`src/rtl/dpf_pkg.sv`:
```
package dpf_pkg;

  typedef enum logic [1:0] {
    CONF_NONE  = 2'd0,
    CONF_ONE   = 2'd1,
    CONF_ARMED = 2'd2,
    CONF_FULL  = 2'd3
  } conf_t;

  typedef enum logic [1:0] {
    UPD_MATCH = 2'd0,
    UPD_TRAIN = 2'd1,
    UPD_ALLOC = 2'd2
  } upd_e;

  function automatic conf_t conf_up(input conf_t c);
    conf_t r;
    case (c)
      CONF_NONE:  r = CONF_ONE;
      CONF_ONE:   r = CONF_ARMED;
      default:    r = CONF_FULL;
    endcase
    return r;
  endfunction

endpackage

```
`src/rtl/dpf_stream_tbl.sv`:
```
module dpf_stream_tbl
  import dpf_pkg::*;
#(
  parameter int AW = 16,
  parameter int NS = 4,
  parameter int RB = 6,
  localparam int IW = (NS > 1) ? $clog2(NS) : 1
) (
  input  logic             clk,
  input  logic             rst_n,
  input  logic             rd_valid,
  input  logic [AW-1:0]    rd_addr,
  input  logic [NS-1:0]    grant,
  input  logic             fill_valid,
  input  logic [AW-1:0]    fill_addr,
  output logic [NS-1:0]    pend,
  output logic [NS*AW-1:0] tgt_flat
);

  logic [NS-1:0] vld_q, vld_d, pend_q, pend_d, busy_q, busy_d;
  logic [AW-1:0] last_q [NS];
  logic [AW-1:0] last_d [NS];
  logic [AW-1:0] d0_q [NS];
  logic [AW-1:0] d0_d [NS];
  logic [AW-1:0] d1_q [NS];
  logic [AW-1:0] d1_d [NS];
  logic [AW-1:0] tgt_q [NS];
  logic [AW-1:0] tgt_d [NS];
  conf_t         conf_q [NS];
  conf_t         conf_d [NS];
  logic [IW-1:0] age_q [NS];
  logic [IW-1:0] age_d [NS];

  logic [NS-1:0] pred_hit, reg_hit;
  logic          pred_any, reg_any, free_any;
  logic [IW-1:0] psel, rsel, fsel, lsel, sel;
  upd_e          mode;
  logic [AW-1:0] delta;

  // stream selection: prediction first, then region, then free or LRU slot
  always_comb begin
    pred_any = 1'b0; reg_any = 1'b0; free_any = 1'b0;
    psel = '0; rsel = '0; fsel = '0; lsel = '0;
    pred_hit = '0; reg_hit = '0;
    for (int i = NS - 1; i >= 0; i--) begin
      pred_hit[i] = vld_q[i] && ((last_q[i] + d0_q[i]) == rd_addr);
      reg_hit[i]  = vld_q[i] && (last_q[i][AW-1:RB] == rd_addr[AW-1:RB]);
      if (pred_hit[i]) begin pred_any = 1'b1; psel = IW'(i); end
      if (reg_hit[i])  begin reg_any  = 1'b1; rsel = IW'(i); end
      if (!vld_q[i])   begin free_any = 1'b1; fsel = IW'(i); end
      if (age_q[i] == IW'(NS - 1)) lsel = IW'(i);
    end
    if (pred_any) begin
      mode = UPD_MATCH; sel = psel;
    end else if (reg_any) begin
      mode = UPD_TRAIN; sel = rsel;
    end else begin
      mode = UPD_ALLOC; sel = free_any ? fsel : lsel;
    end
  end

  assign delta = rd_addr - last_q[sel];

  // next state
  always_comb begin
    vld_d = vld_q; pend_d = pend_q; busy_d = busy_q;
    last_d = last_q; d0_d = d0_q; d1_d = d1_q; tgt_d = tgt_q;
    conf_d = conf_q; age_d = age_q;
    for (int i = 0; i < NS; i++) begin
      if (fill_valid && busy_q[i] && (tgt_q[i] == fill_addr)) busy_d[i] = 1'b0;
      if (grant[i]) begin
        pend_d[i] = 1'b0;
        busy_d[i] = 1'b1;
      end
    end
    if (rd_valid) begin
      case (mode)
        UPD_MATCH: begin
          d0_d[sel]   = d1_q[sel];
          d1_d[sel]   = delta;
          conf_d[sel] = conf_up(conf_q[sel]);
          if ((conf_q[sel] != CONF_NONE) && !pend_q[sel] && !busy_q[sel]) begin
            pend_d[sel] = 1'b1;
            tgt_d[sel]  = rd_addr + d1_q[sel];
          end
        end
        UPD_TRAIN: begin
          d0_d[sel]   = d1_q[sel];
          d1_d[sel]   = delta;
          conf_d[sel] = CONF_NONE;
        end
        default: begin
          vld_d[sel]  = 1'b1;
          d0_d[sel]   = '0;
          d1_d[sel]   = '0;
          conf_d[sel] = CONF_NONE;
          pend_d[sel] = 1'b0;
          busy_d[sel] = 1'b0;
        end
      endcase
      last_d[sel] = rd_addr;
      for (int j = 0; j < NS; j++) begin
        if (IW'(j) == sel) age_d[j] = '0;
        else if (age_q[j] < age_q[sel]) age_d[j] = age_q[j] + 1'b1;
      end
    end
  end

  always_ff @(posedge clk or negedge rst_n) begin
    if (!rst_n) begin
      vld_q  <= '0;
      pend_q <= '0;
      busy_q <= '0;
      for (int i = 0; i < NS; i++) begin
        last_q[i] <= '0;
        d0_q[i]   <= '0;
        d1_q[i]   <= '0;
        tgt_q[i]  <= '0;
        conf_q[i] <= CONF_NONE;
        age_q[i]  <= IW'(i);
      end
    end else begin
      vld_q  <= vld_d;
      pend_q <= pend_d;
      busy_q <= busy_d;
      last_q <= last_d;
      d0_q   <= d0_d;
      d1_q   <= d1_d;
      tgt_q  <= tgt_d;
      conf_q <= conf_d;
      age_q  <= age_d;
    end
  end

  assign pend = pend_q;

  for (genvar g = 0; g < NS; g++) begin : g_strm
    assign tgt_flat[g*AW +: AW] = tgt_q[g];

    AST_ONE_OUTSTANDING: assert property (@(posedge clk) disable iff (!rst_n)
      !(pend_q[g] && busy_q[g]));

    AST_TRAIN_CLEARS: assert property (@(posedge clk) disable iff (!rst_n)
      (rd_valid && (mode == UPD_TRAIN) && (sel == IW'(g))) |=> (conf_q[g] == CONF_NONE));
  end

endmodule

```
`src/rtl/dpf_pf_buf.sv`:
```
module dpf_pf_buf #(
  parameter int AW = 16,
  parameter int NL = 8,
  localparam int PW = (NL > 1) ? $clog2(NL) : 1
) (
  input  logic          clk,
  input  logic          rst_n,
  input  logic [AW-1:0] look_addr,
  input  logic          fill_valid,
  input  logic [AW-1:0] fill_addr,
  input  logic          inv_valid,
  input  logic [AW-1:0] inv_addr,
  output logic          hit
);

  logic [NL-1:0] vld_q, vld_d, line_hit;
  logic [AW-1:0] tag_q [NL];
  logic [AW-1:0] tag_d [NL];
  logic [PW-1:0] ptr_q, ptr_d;

  for (genvar g = 0; g < NL; g++) begin : g_line
    logic wr, kill;
    assign wr   = fill_valid && (ptr_q == PW'(g));
    assign kill = inv_valid && ((vld_q[g] && (tag_q[g] == inv_addr)) ||
                                (wr && (fill_addr == inv_addr)));
    assign vld_d[g]    = kill ? 1'b0 : (wr ? 1'b1 : vld_q[g]);
    assign tag_d[g]    = wr ? fill_addr : tag_q[g];
    assign line_hit[g] = vld_q[g] && (tag_q[g] == look_addr);
  end

  // fill bypass lets a read hit in the cycle its line arrives
  assign hit   = (|line_hit) || (fill_valid && (fill_addr == look_addr));
  assign ptr_d = !fill_valid ? ptr_q :
                 ((ptr_q == PW'(NL - 1)) ? '0 : ptr_q + 1'b1);

  always_ff @(posedge clk or negedge rst_n) begin
    if (!rst_n) begin
      vld_q <= '0;
      ptr_q <= '0;
      for (int i = 0; i < NL; i++) tag_q[i] <= '0;
    end else begin
      vld_q <= vld_d;
      ptr_q <= ptr_d;
      tag_q <= tag_d;
    end
  end

  function automatic logic holds(input logic [AW-1:0] a);
    logic r;
    r = 1'b0;
    for (int i = 0; i < NL; i++) r = r | (vld_q[i] && (tag_q[i] == a));
    return r;
  endfunction

  AST_INVAL_CLEARS: assert property (@(posedge clk) disable iff (!rst_n)
    inv_valid |=> !holds($past(inv_addr)));

  AST_FILL_VISIBLE: assert property (@(posedge clk) disable iff (!rst_n)
    (fill_valid && !(inv_valid && (inv_addr == fill_addr))) |=> holds($past(fill_addr)));

endmodule

```
`src/rtl/dpf_mem_arb.sv`:
```
module dpf_mem_arb #(
  parameter int AW = 16,
  parameter int NS = 4
) (
  input  logic             clk,
  input  logic             rst_n,
  input  logic             dem_valid,
  input  logic             dem_write,
  input  logic [AW-1:0]    dem_addr,
  input  logic [NS-1:0]    pend,
  input  logic [NS*AW-1:0] tgt_flat,
  output logic [NS-1:0]    grant,
  output logic             mem_req_valid,
  output logic             mem_req_write,
  output logic             mem_req_pf,
  output logic [AW-1:0]    mem_req_addr
);

  logic          pf_any;
  logic [AW-1:0] pf_addr;
  logic [NS-1:0] pf_pick;

  always_comb begin
    pf_any = 1'b0; pf_addr = '0; pf_pick = '0;
    for (int i = NS - 1; i >= 0; i--) begin
      if (pend[i]) begin
        pf_any  = 1'b1;
        pf_addr = tgt_flat[i*AW +: AW];
        pf_pick = NS'(1) << i;
      end
    end
  end

  always_comb begin
    grant = '0;
    mem_req_valid = 1'b0; mem_req_write = 1'b0; mem_req_pf = 1'b0; mem_req_addr = '0;
    if (dem_valid) begin
      mem_req_valid = 1'b1;
      mem_req_write = dem_write;
      mem_req_addr  = dem_addr;
    end else if (pf_any) begin
      grant         = pf_pick;
      mem_req_valid = 1'b1;
      mem_req_pf    = 1'b1;
      mem_req_addr  = pf_addr;
    end
  end

  AST_DEMAND_FIRST: assert property (@(posedge clk) disable iff (!rst_n)
    dem_valid |-> (mem_req_valid && !mem_req_pf && (mem_req_addr == dem_addr)));

  AST_GRANT_SINGLE: assert property (@(posedge clk) disable iff (!rst_n)
    $onehot0(grant) && ((grant & ~pend) == '0));

endmodule

```
`src/rtl/dpf_top.sv`:
```
module dpf_top #(
  parameter int AW = 16,
  parameter int NS = 4,
  parameter int NL = 8,
  parameter int RB = 6
) (
  input  logic          clk,
  input  logic          rst_n,
  input  logic          req_valid,
  input  logic          req_write,
  input  logic [AW-1:0] req_addr,
  output logic          req_hit,
  output logic          mem_req_valid,
  output logic          mem_req_write,
  output logic          mem_req_pf,
  output logic [AW-1:0] mem_req_addr,
  input  logic          pf_fill_valid,
  input  logic [AW-1:0] pf_fill_addr
);

  logic             rd_valid, wr_valid, buf_hit, dem_valid;
  logic [NS-1:0]    pend, grant;
  logic [NS*AW-1:0] tgt_flat;

  assign rd_valid  = req_valid && !req_write;
  assign wr_valid  = req_valid && req_write;
  assign req_hit   = rd_valid && buf_hit;
  assign dem_valid = wr_valid || (rd_valid && !buf_hit);

  dpf_pf_buf #(.AW(AW), .NL(NL)) u_buf (
    .clk(clk), .rst_n(rst_n),
    .look_addr(req_addr),
    .fill_valid(pf_fill_valid), .fill_addr(pf_fill_addr),
    .inv_valid(wr_valid), .inv_addr(req_addr),
    .hit(buf_hit)
  );

  dpf_stream_tbl #(.AW(AW), .NS(NS), .RB(RB)) u_tbl (
    .clk(clk), .rst_n(rst_n),
    .rd_valid(rd_valid), .rd_addr(req_addr),
    .grant(grant),
    .fill_valid(pf_fill_valid), .fill_addr(pf_fill_addr),
    .pend(pend), .tgt_flat(tgt_flat)
  );

  dpf_mem_arb #(.AW(AW), .NS(NS)) u_arb (
    .clk(clk), .rst_n(rst_n),
    .dem_valid(dem_valid), .dem_write(req_write), .dem_addr(req_addr),
    .pend(pend), .tgt_flat(tgt_flat),
    .grant(grant),
    .mem_req_valid(mem_req_valid), .mem_req_write(mem_req_write),
    .mem_req_pf(mem_req_pf), .mem_req_addr(mem_req_addr)
  );

  AST_HIT_NO_DEMAND: assert property (@(posedge clk) disable iff (!rst_n)
    req_hit |-> !(mem_req_valid && !mem_req_pf));

  AST_BYPASS_HIT: assert property (@(posedge clk) disable iff (!rst_n)
    (rd_valid && pf_fill_valid && (pf_fill_addr == req_addr)) |-> req_hit);

  AST_WRITE_FORWARD: assert property (@(posedge clk) disable iff (!rst_n)
    wr_valid |-> (mem_req_valid && mem_req_write && !mem_req_pf));

endmodule

```
`config.mk`:
```
export PLATFORM = sky130hd
export DESIGN_NAME = dpf_top
export DESIGN_NICKNAME = d
export VERILOG_FILES = /design/src/rtl/dpf_pkg.sv /design/src/rtl/dpf_stream_tbl.sv /design/src/rtl/dpf_pf_buf.sv /design/src/rtl/dpf_mem_arb.sv /design/src/rtl/dpf_top.sv
export SDC_FILE = /design/constraint.sdc
export NUM_CORES = 1
export LEC_CHECK = 0
export BUFFER_PORTS_ARGS = -buffer_cell sky130_fd_sc_hd__clkbuf_2
export CORE_MARGIN = 2
export CORE_UTILIZATION = 57
export CTS_CLUSTER_SIZE = 28
export DETAILED_ROUTE_END_ITERATION = 10
export GPL_TIMING_DRIVEN = 0
export PLACE_DENSITY = 0.75
export SKIP_LAST_GASP = 1
export SYNTH_ARGS = -nofsm -noshare
export SYNTH_HDL_FRONTEND = slang
export SYNTH_SLANG_ARGS = --single-unit
```
`constraint.sdc`:
```
create_clock -name clk -period 9.09 [get_ports clk]
set_input_delay 0.4545 -clock clk [delete_from_list [all_inputs] [get_ports clk]]
set_output_delay 0.4545 -clock clk [all_outputs]
set_load 0.005 [all_outputs]
```
==> flow_metrics.env, run 1 <==
export IMPL_grt_pass1_vias=23300
export IMPL_rsz0062_at_grt="false"
export IMPL_cp_max_fo=10
export IMPL_fp_dieW_microns=222
export IMPL_fillCellCount=3821
export IMPL_crit_family="simple AND/OR/NAND/NOR gates"
export IMPL_power_density_nw_per_um2=376
export IMPL_drt_total_wl_mm=99.4
export IMPL_final_common_cell="dfrtp_1"
export IMPL_syn_avg_cell_area_sq_um=9.65
export IMPL_hold_path_class="primary input to register"
export IMPL_worst_slew_pin_slew_ns=1.42
export IMPL_drc=0
export IMPL_synth_largest_area_cell="dfrtp_1"
export IMPL_core_area_sq_um=47300
export IMPL_synth_ff_type="dfrtp_1"
export IMPL_ys_top_cells_by_area="dfrtp_1, mux2_2, xnor2_1, ha_1, o21ai_0"
export IMPL_switchingPower_w=0.00531
export IMPL_clockBufferDepth=3
export IMPL_finalNonFillerCells=3574
export IMPL_grt_max_degree=119
export IMPL_final_cell_mix="dfrtp_1, nand2_1, mux2_2"
export IMPL_critPathCaptureType="register"
export IMPL_ios=57
export IMPL_synthToLayoutAreaGrowth_pct=10.4
export IMPL_rows=80
export IMPL_crit_arrival_ns=9.26
export IMPL_swShare_pct=47.1
export IMPL_initial_core_util_pct=57.4
export IMPL_start_kind="register"
export IMPL_finalHoldViolCount=0
export IMPL_ys_ff_latch=423
export IMPL_grt_pass1_wl_mm=147
export IMPL_fin_ws_ns=0.311
export IMPL_irDropWorstVdd_v=0.000339
export IMPL_leakage_nw=13.0
export IMPL_critPathKind="register to register"
export IMPL_pwr_share_seq_pct=25.7
export IMPL_fin_nets=3069
export IMPL_synth_yosys_warnings=0
export IMPL_slew_headroom_pct=5.50
export IMPL_dr_total_vias=24100
export IMPL_final_antenna_net_count=0
export IMPL_grtUsageTotal_pct=40.1
export IMPL_clock_power_share_pct=18.1
export IMPL_outcome="complete, no violations"
export IMPL_slew_viol_final=0
export IMPL_worst_hold_slack_ns=0.197
export IMPL_worstPathBufferInverterCount=4
export IMPL_clock_skew_ns=0.0364
export IMPL_syn_cell_area_sq_um=27200
export IMPL_timing_final_crit_share_pct=96.6
export IMPL_fin_crit_ns=8.78
export IMPL_clk_latency_ns=0.61
export IMPL_dieArea_sq_um=49400
export IMPL_cts_setup_buffers=0
export IMPL_clock_sinks=423
export IMPL_multiInputGateArea_sq_um=15600
export IMPL_p_int_w=0.00596
export IMPL_p_total_w=0.0113
export IMPL_p_comb_share_pct=56.2
export IMPL_syn_inst=2814
export IMPL_dp_slack_ns=0.219
export IMPL_cts_root_buffer_cell="clkbuf_16"
export IMPL_fp_dieH_microns=222
export IMPL_ys_types=103
export IMPL_dp_hpwl_mm=72.5
export IMPL_path_clk_slew_ns=0.06
export IMPL_synth_seq_area_share_pct=39.0
export IMPL_dpl_cell_count=3486
export IMPL_slowest_stage="buf_1"
export IMPL_maxCapViolCount=0
export IMPL_synth_edf_count=0
export IMPL_ctsHtreeMaxLevel=2
export IMPL_drt_iter0_markers=2892
export IMPL_tritoncts="yes"
export IMPL_area_sequential_sq_um=10600
export IMPL_antenna_found_initial=4
export IMPL_max_freq_ghz=0.114
export IMPL_setup_tns_ns=0
export IMPL_layout_drive_gt1_share_pct=16.4
export IMPL_async_flop_share_pct=100
export IMPL_slowest_delay_ns=0.58
export IMPL_via_per_inst=6.73
export IMPL_setup_violations_final=0
export IMPL_synth_net_count=2962
export IMPL_numPortBuffers=54
export IMPL_crit_required_ns=9.57
export IMPL_first_pass_iters=6
export IMPL_grt_overflow=0
export IMPL_numCtsBuffers=47
export IMPL_synth_top_area_share_pct=38.6
export IMPL_place_gp_congestion=1.03
export IMPL_wl_per_cell_microns=27.8
==> per-stage QoR <==
step | instance area (sq um) | utilization, %
4_1_cts | 30000 | 63.3
3_5_place_dp | 28300 | 59.8
3_3_place_gp | 28200 | 59.6
2_1_floorplan | 27200 | -
5_1_grt | 30000 | 63.3
6_report | 30000 | 63.3
==> worst register-to-register path, delay by kind of cell (launching register included) <==
kind            cells  cell delay, ns
simple gates       10            2.86
compound gates     12            2.63
buf+inv             4            1.10
fa+ha+maj           3            0.97
flops               1            0.48
xor+xnor            1            0.37
mux                 1            0.28
==> Yosys cell counts, drive strengths merged, types with 20 or more instances <==
library cell / number
a21o: 20
a21oi: 124
buf: 61
clkbuf: 112
dfrtp: 419
ha: 105
inv: 67
mux2: 252
nand2: 274
nand3: 73
nand4: 60
nor2: 147
nor2b: 24
nor3: 42
nor4: 58
o211ai: 20
o21a: 21
o21ai: 227
o22ai: 69
xnor2: 228
xor2: 118
==> registers in the layout, summed over array words and instances, names as in the netlist <==
signal,count
u_tbl.pend,4
u_tbl.conf_q,8
u_buf.tag_q,128
u_tbl.tgt_flat,64
u_buf.ptr_q,3
u_tbl.d1_q,64
u_buf.vld_q,8
u_tbl.busy_q,4
u_tbl.last_q,64
u_tbl.d0_q,64
u_tbl.age_q,8
u_tbl.vld_q,4
==> power by group through the flow <==
stage	clock [W]	combinational, W	sequential [W]
final	0.00204	0.00634	0.00289
after global placement	0	0.00597	0.00286
after global routing	0.00212	0.00680	0.00292
after floorplan	0	0.00432	0.00270
after detailed placement	0	0.00612	0.00289
after CTS	0.00205	0.00618	0.00286
==> area by class of cell <==
cell class / instances / share of cell area (%)
Multi-Input combinational cell: 2151 / 51.9
Sequential cell: 423 / 35.3
Clock buffer: 68 / 4.66
Tap cell: 615 / 2.57
Buffer: 172 / 2.56
Timing Repair Buffer: 59 / 1.26
Clock inverter: 18 / 0.843
Inverter: 67 / 0.839
Antenna cell: 1 / 0.00835
==> worst paths after layout <==
check                           startpoint              end  slack, ns  cells past startpoint
min in group asynchronous            rst_n  u_buf.tag_q[21]       0.50                      2
max                        u_tbl.last_q[0]   u_tbl.d1_q[15]       0.31                     31
max reg2reg                u_tbl.last_q[0]   u_tbl.d1_q[15]       0.31                     31
min                              req_valid    u_tbl.pend[0]       0.20                      3
min reg2reg                 u_tbl.d1_q[26]   u_tbl.d1_q[26]       0.48                      2
max in group asynchronous            rst_n   u_tbl.d1_q[21]       7.47                      3
==> layer usage <==
metal,GRT usage [%],share of wire [%]
met1,54.2,40
met4,24.1,6.6
met3,9.60,11
met2,58.7,43
met5,0,0.045
==> cell families after synthesis <==
kind of cell / Yosys count / share of synthesized area, %
xor gates and xnor gates: 351 / 11.7
buffers and inverters: 240 / 3.75
DFF: 423 / 39.0
and+or+nand+nor: 794 / 14.8
muxes: 265 / 11.0
AOI/OAI and AO/OA: 630 / 14.5
adders and majority gates: 111 / 5.28
==> repair_timing <==
action / CTS / global route
hold buffers: 1 / 0
setup endpoints to repair: 0 / 12
hold endpoints to repair: 86 / 0
resized for setup: 0 / 4
Note: power is estimated with default switching activity, not from simulation.
==> inputs of run 2 (changes only) <==
CELL_PAD_IN_SITES_DETAIL_PLACEMENT = 0   (was not set)
CELL_PAD_IN_SITES_GLOBAL_PLACEMENT = 1   (was not set)
CORE_UTILIZATION = 51   (was 57)
PLACE_DENSITY = 0.83   (was 0.75)
==> run 2 against run 1 <==
Effect of this change: worst setup slack improved by 0.15 ns; global-route usage decreased by 3.5 points; sequential share of layout area decreased by 0.063 points; sequential power about the same; wire length increased by 2.9%; hold slack got worse by 0.0015 ns; cell count increased by 2.0%; die area increased by 12%; clock power decreased by 2%; critical path type unchanged; largest cell class unchanged; largest power group unchanged; highest routed layer is now met4.
==> flow_metrics.env, run 2 (synthesis gave the netlist of run 1 again) <==
export IMPL_antenna_found_initial=7
export IMPL_worst_slew_pin_slew_ns=1.44
export IMPL_clock_sinks=423
export IMPL_synthToLayoutAreaGrowth_pct=10.6
export IMPL_clock_skew_ns=0.0272
export IMPL_grt_pass1_vias=23300
export IMPL_crit_required_ns=9.59
export IMPL_dieArea_sq_um=55100
export IMPL_leakage_nw=13.0
export IMPL_worst_hold_slack_ns=0.195
export IMPL_layout_drive_gt1_share_pct=16.5
export IMPL_initial_core_util_pct=51.6
export IMPL_met1_usage_pct=51.6
export IMPL_drc=0
export IMPL_ctsHtreeMaxLevel=2
export IMPL_drt_total_wl_mm=102
export IMPL_grt_max_degree=117
export IMPL_setup_violations_final=0
export IMPL_top_register="u_buf.tag_q"
export IMPL_timing_final_crit_share_pct=94.9
export IMPL_clockBufferDepth=3
export IMPL_global_route_usage_met3_pct=5.76
export IMPL_power_density_nw_per_um2=372
export IMPL_tritoncts="yes"
export IMPL_grt_overflow=0
export IMPL_finalHoldViolCount=0
export IMPL_final_cell_mix="dfrtp_1, nand2_1, mux2_2"
export IMPL_cts_root_buffer_cell="clkbuf_16"
export IMPL_slew_headroom_pct=4.28
export IMPL_irDropWorstVdd_v=0.000330
export IMPL_largest_reg_flops=128
export IMPL_dr_total_vias=23800
export IMPL_slowest_stage="nor3_1"
export IMPL_ff2ff_setup_slack_ns=0.46
export IMPL_dp_slack_ns=-0.00275
export IMPL_cp_max_fo=19
export IMPL_drt_iter0_markers=2586
export IMPL_final_common_cell="dfrtp_1"
export IMPL_ios=57
export IMPL_path_clk_slew_ns=0.07
export IMPL_p_total_w=0.0112
export IMPL_setup_tns_ns=0
export IMPL_grtUsageTotal_pct=36.6
export IMPL_slowest_delay_ns=0.68
export IMPL_hold_path_class="primary input to register"
export IMPL_dp_hpwl_mm=75.2
export IMPL_fin_crit_ns=8.63
export IMPL_first_pass_iters=6
export IMPL_outcome="complete, no violations"
export IMPL_crit_arrival_ns=9.13
export IMPL_fin_ws_ns=0.463
export IMPL_numCtsBuffers=46
export IMPL_slew_viol_final=0
export IMPL_core_area_sq_um=52700
export IMPL_numPortBuffers=54
export IMPL_use_met2_pct=55.0
export IMPL_critPathCaptureType="register"
export IMPL_wl_per_cell_microns=28.1
export IMPL_fin_nets=3068
export IMPL_final_antenna_net_count=0
export IMPL_grt_pass1_wl_mm=152
export IMPL_maxCapViolCount=0
export IMPL_rows=84
export IMPL_place_gp_congestion=1.00
export IMPL_start_kind="register"
export IMPL_globalRoute_busiestLayer="met2"
export IMPL_rsz0062_at_grt="false"
export IMPL_clk_latency_ns=0.61
export IMPL_max_freq_ghz=0.116
export IMPL_via_per_inst=6.53
export IMPL_critPathKind="register to register"
export IMPL_fp_dieW_microns=235
export IMPL_fp_dieH_microns=235
## run 2: report_power, final
part / switching, W / leakage, nW / internal, W / total [W]
clock network: 0.000841 / 0.779 / 0.00116 / 0.00200
registers: 0.000532 / 5.44 / 0.00238 / 0.00291
logic: 0.00388 / 6.77 / 0.00236 / 0.00624
## run 2: repair_timing
action,4_1_cts,5_1_grt
endpoints found under the hold margin,57,0
setup buffers,0,1
gates resized for setup,0,4
hold buffers,1,0
endpoints found under the setup margin,0,16
## run 2: critical path: cells and delay by family (launching register included)
family / cells / cell delay, ns
buffers and inverters: 3 / 0.66
XOR/XNOR: 1 / 0.37
AND/OR/NAND/NOR: 9 / 2.75
adder cells (fa/ha/maj): 3 / 0.95
multiplexers: 2 / 0.44
AO/OA/AOI/OAI: 12 / 2.93
flip-flops: 1 / 0.41
## run 2: final timing paths
path                       depth (start not counted)                  to        startpoint
min reg2reg                                        2     u_tbl.conf_q[0]   u_tbl.conf_q[0]
min in group asynchronous                          2  u_tbl.tgt_flat[26]             rst_n
min                                                3       u_tbl.pend[0]         req_valid
max reg2reg                                       30      u_tbl.d1_q[15]  u_tbl.last_q[16]
max in group asynchronous                          4      u_tbl.d0_q[12]             rst_n
max                                               30      u_tbl.d1_q[15]  u_tbl.last_q[16]
## run 2: cell type report
type	count	area (sq um)
clock inverters	21	275
diodes	1	2.50
inverters	67	251
plain buffers	172	766
flip-flops and latches	423	10600
well taps	688	861
multi-input cells	2151	15600
repair buffers	59	392
clock buffers	63	1320
fillers	4614	22600
## run 2: routing by layer
metal / vias to the layer above / wire length, microns
met5: - / 0
met2: 1276 / 44300
li1: 10300 / -
met4: 0 / 5640
met3: 274 / 8790
met1: 12000 / 43600
## run 2: metrics by stage
step | utilization [%] | cells | cell area (sq um)
after floorplan | - | 2814 | 27200
after global placement | 53.7 | 3556 | 28300
after detailed placement | 53.9 | 3559 | 28400
after CTS | 57.0 | 3644 | 30000
after global routing | 57.0 | 3644 | 30000
final | 57.0 | 3645 | 30000
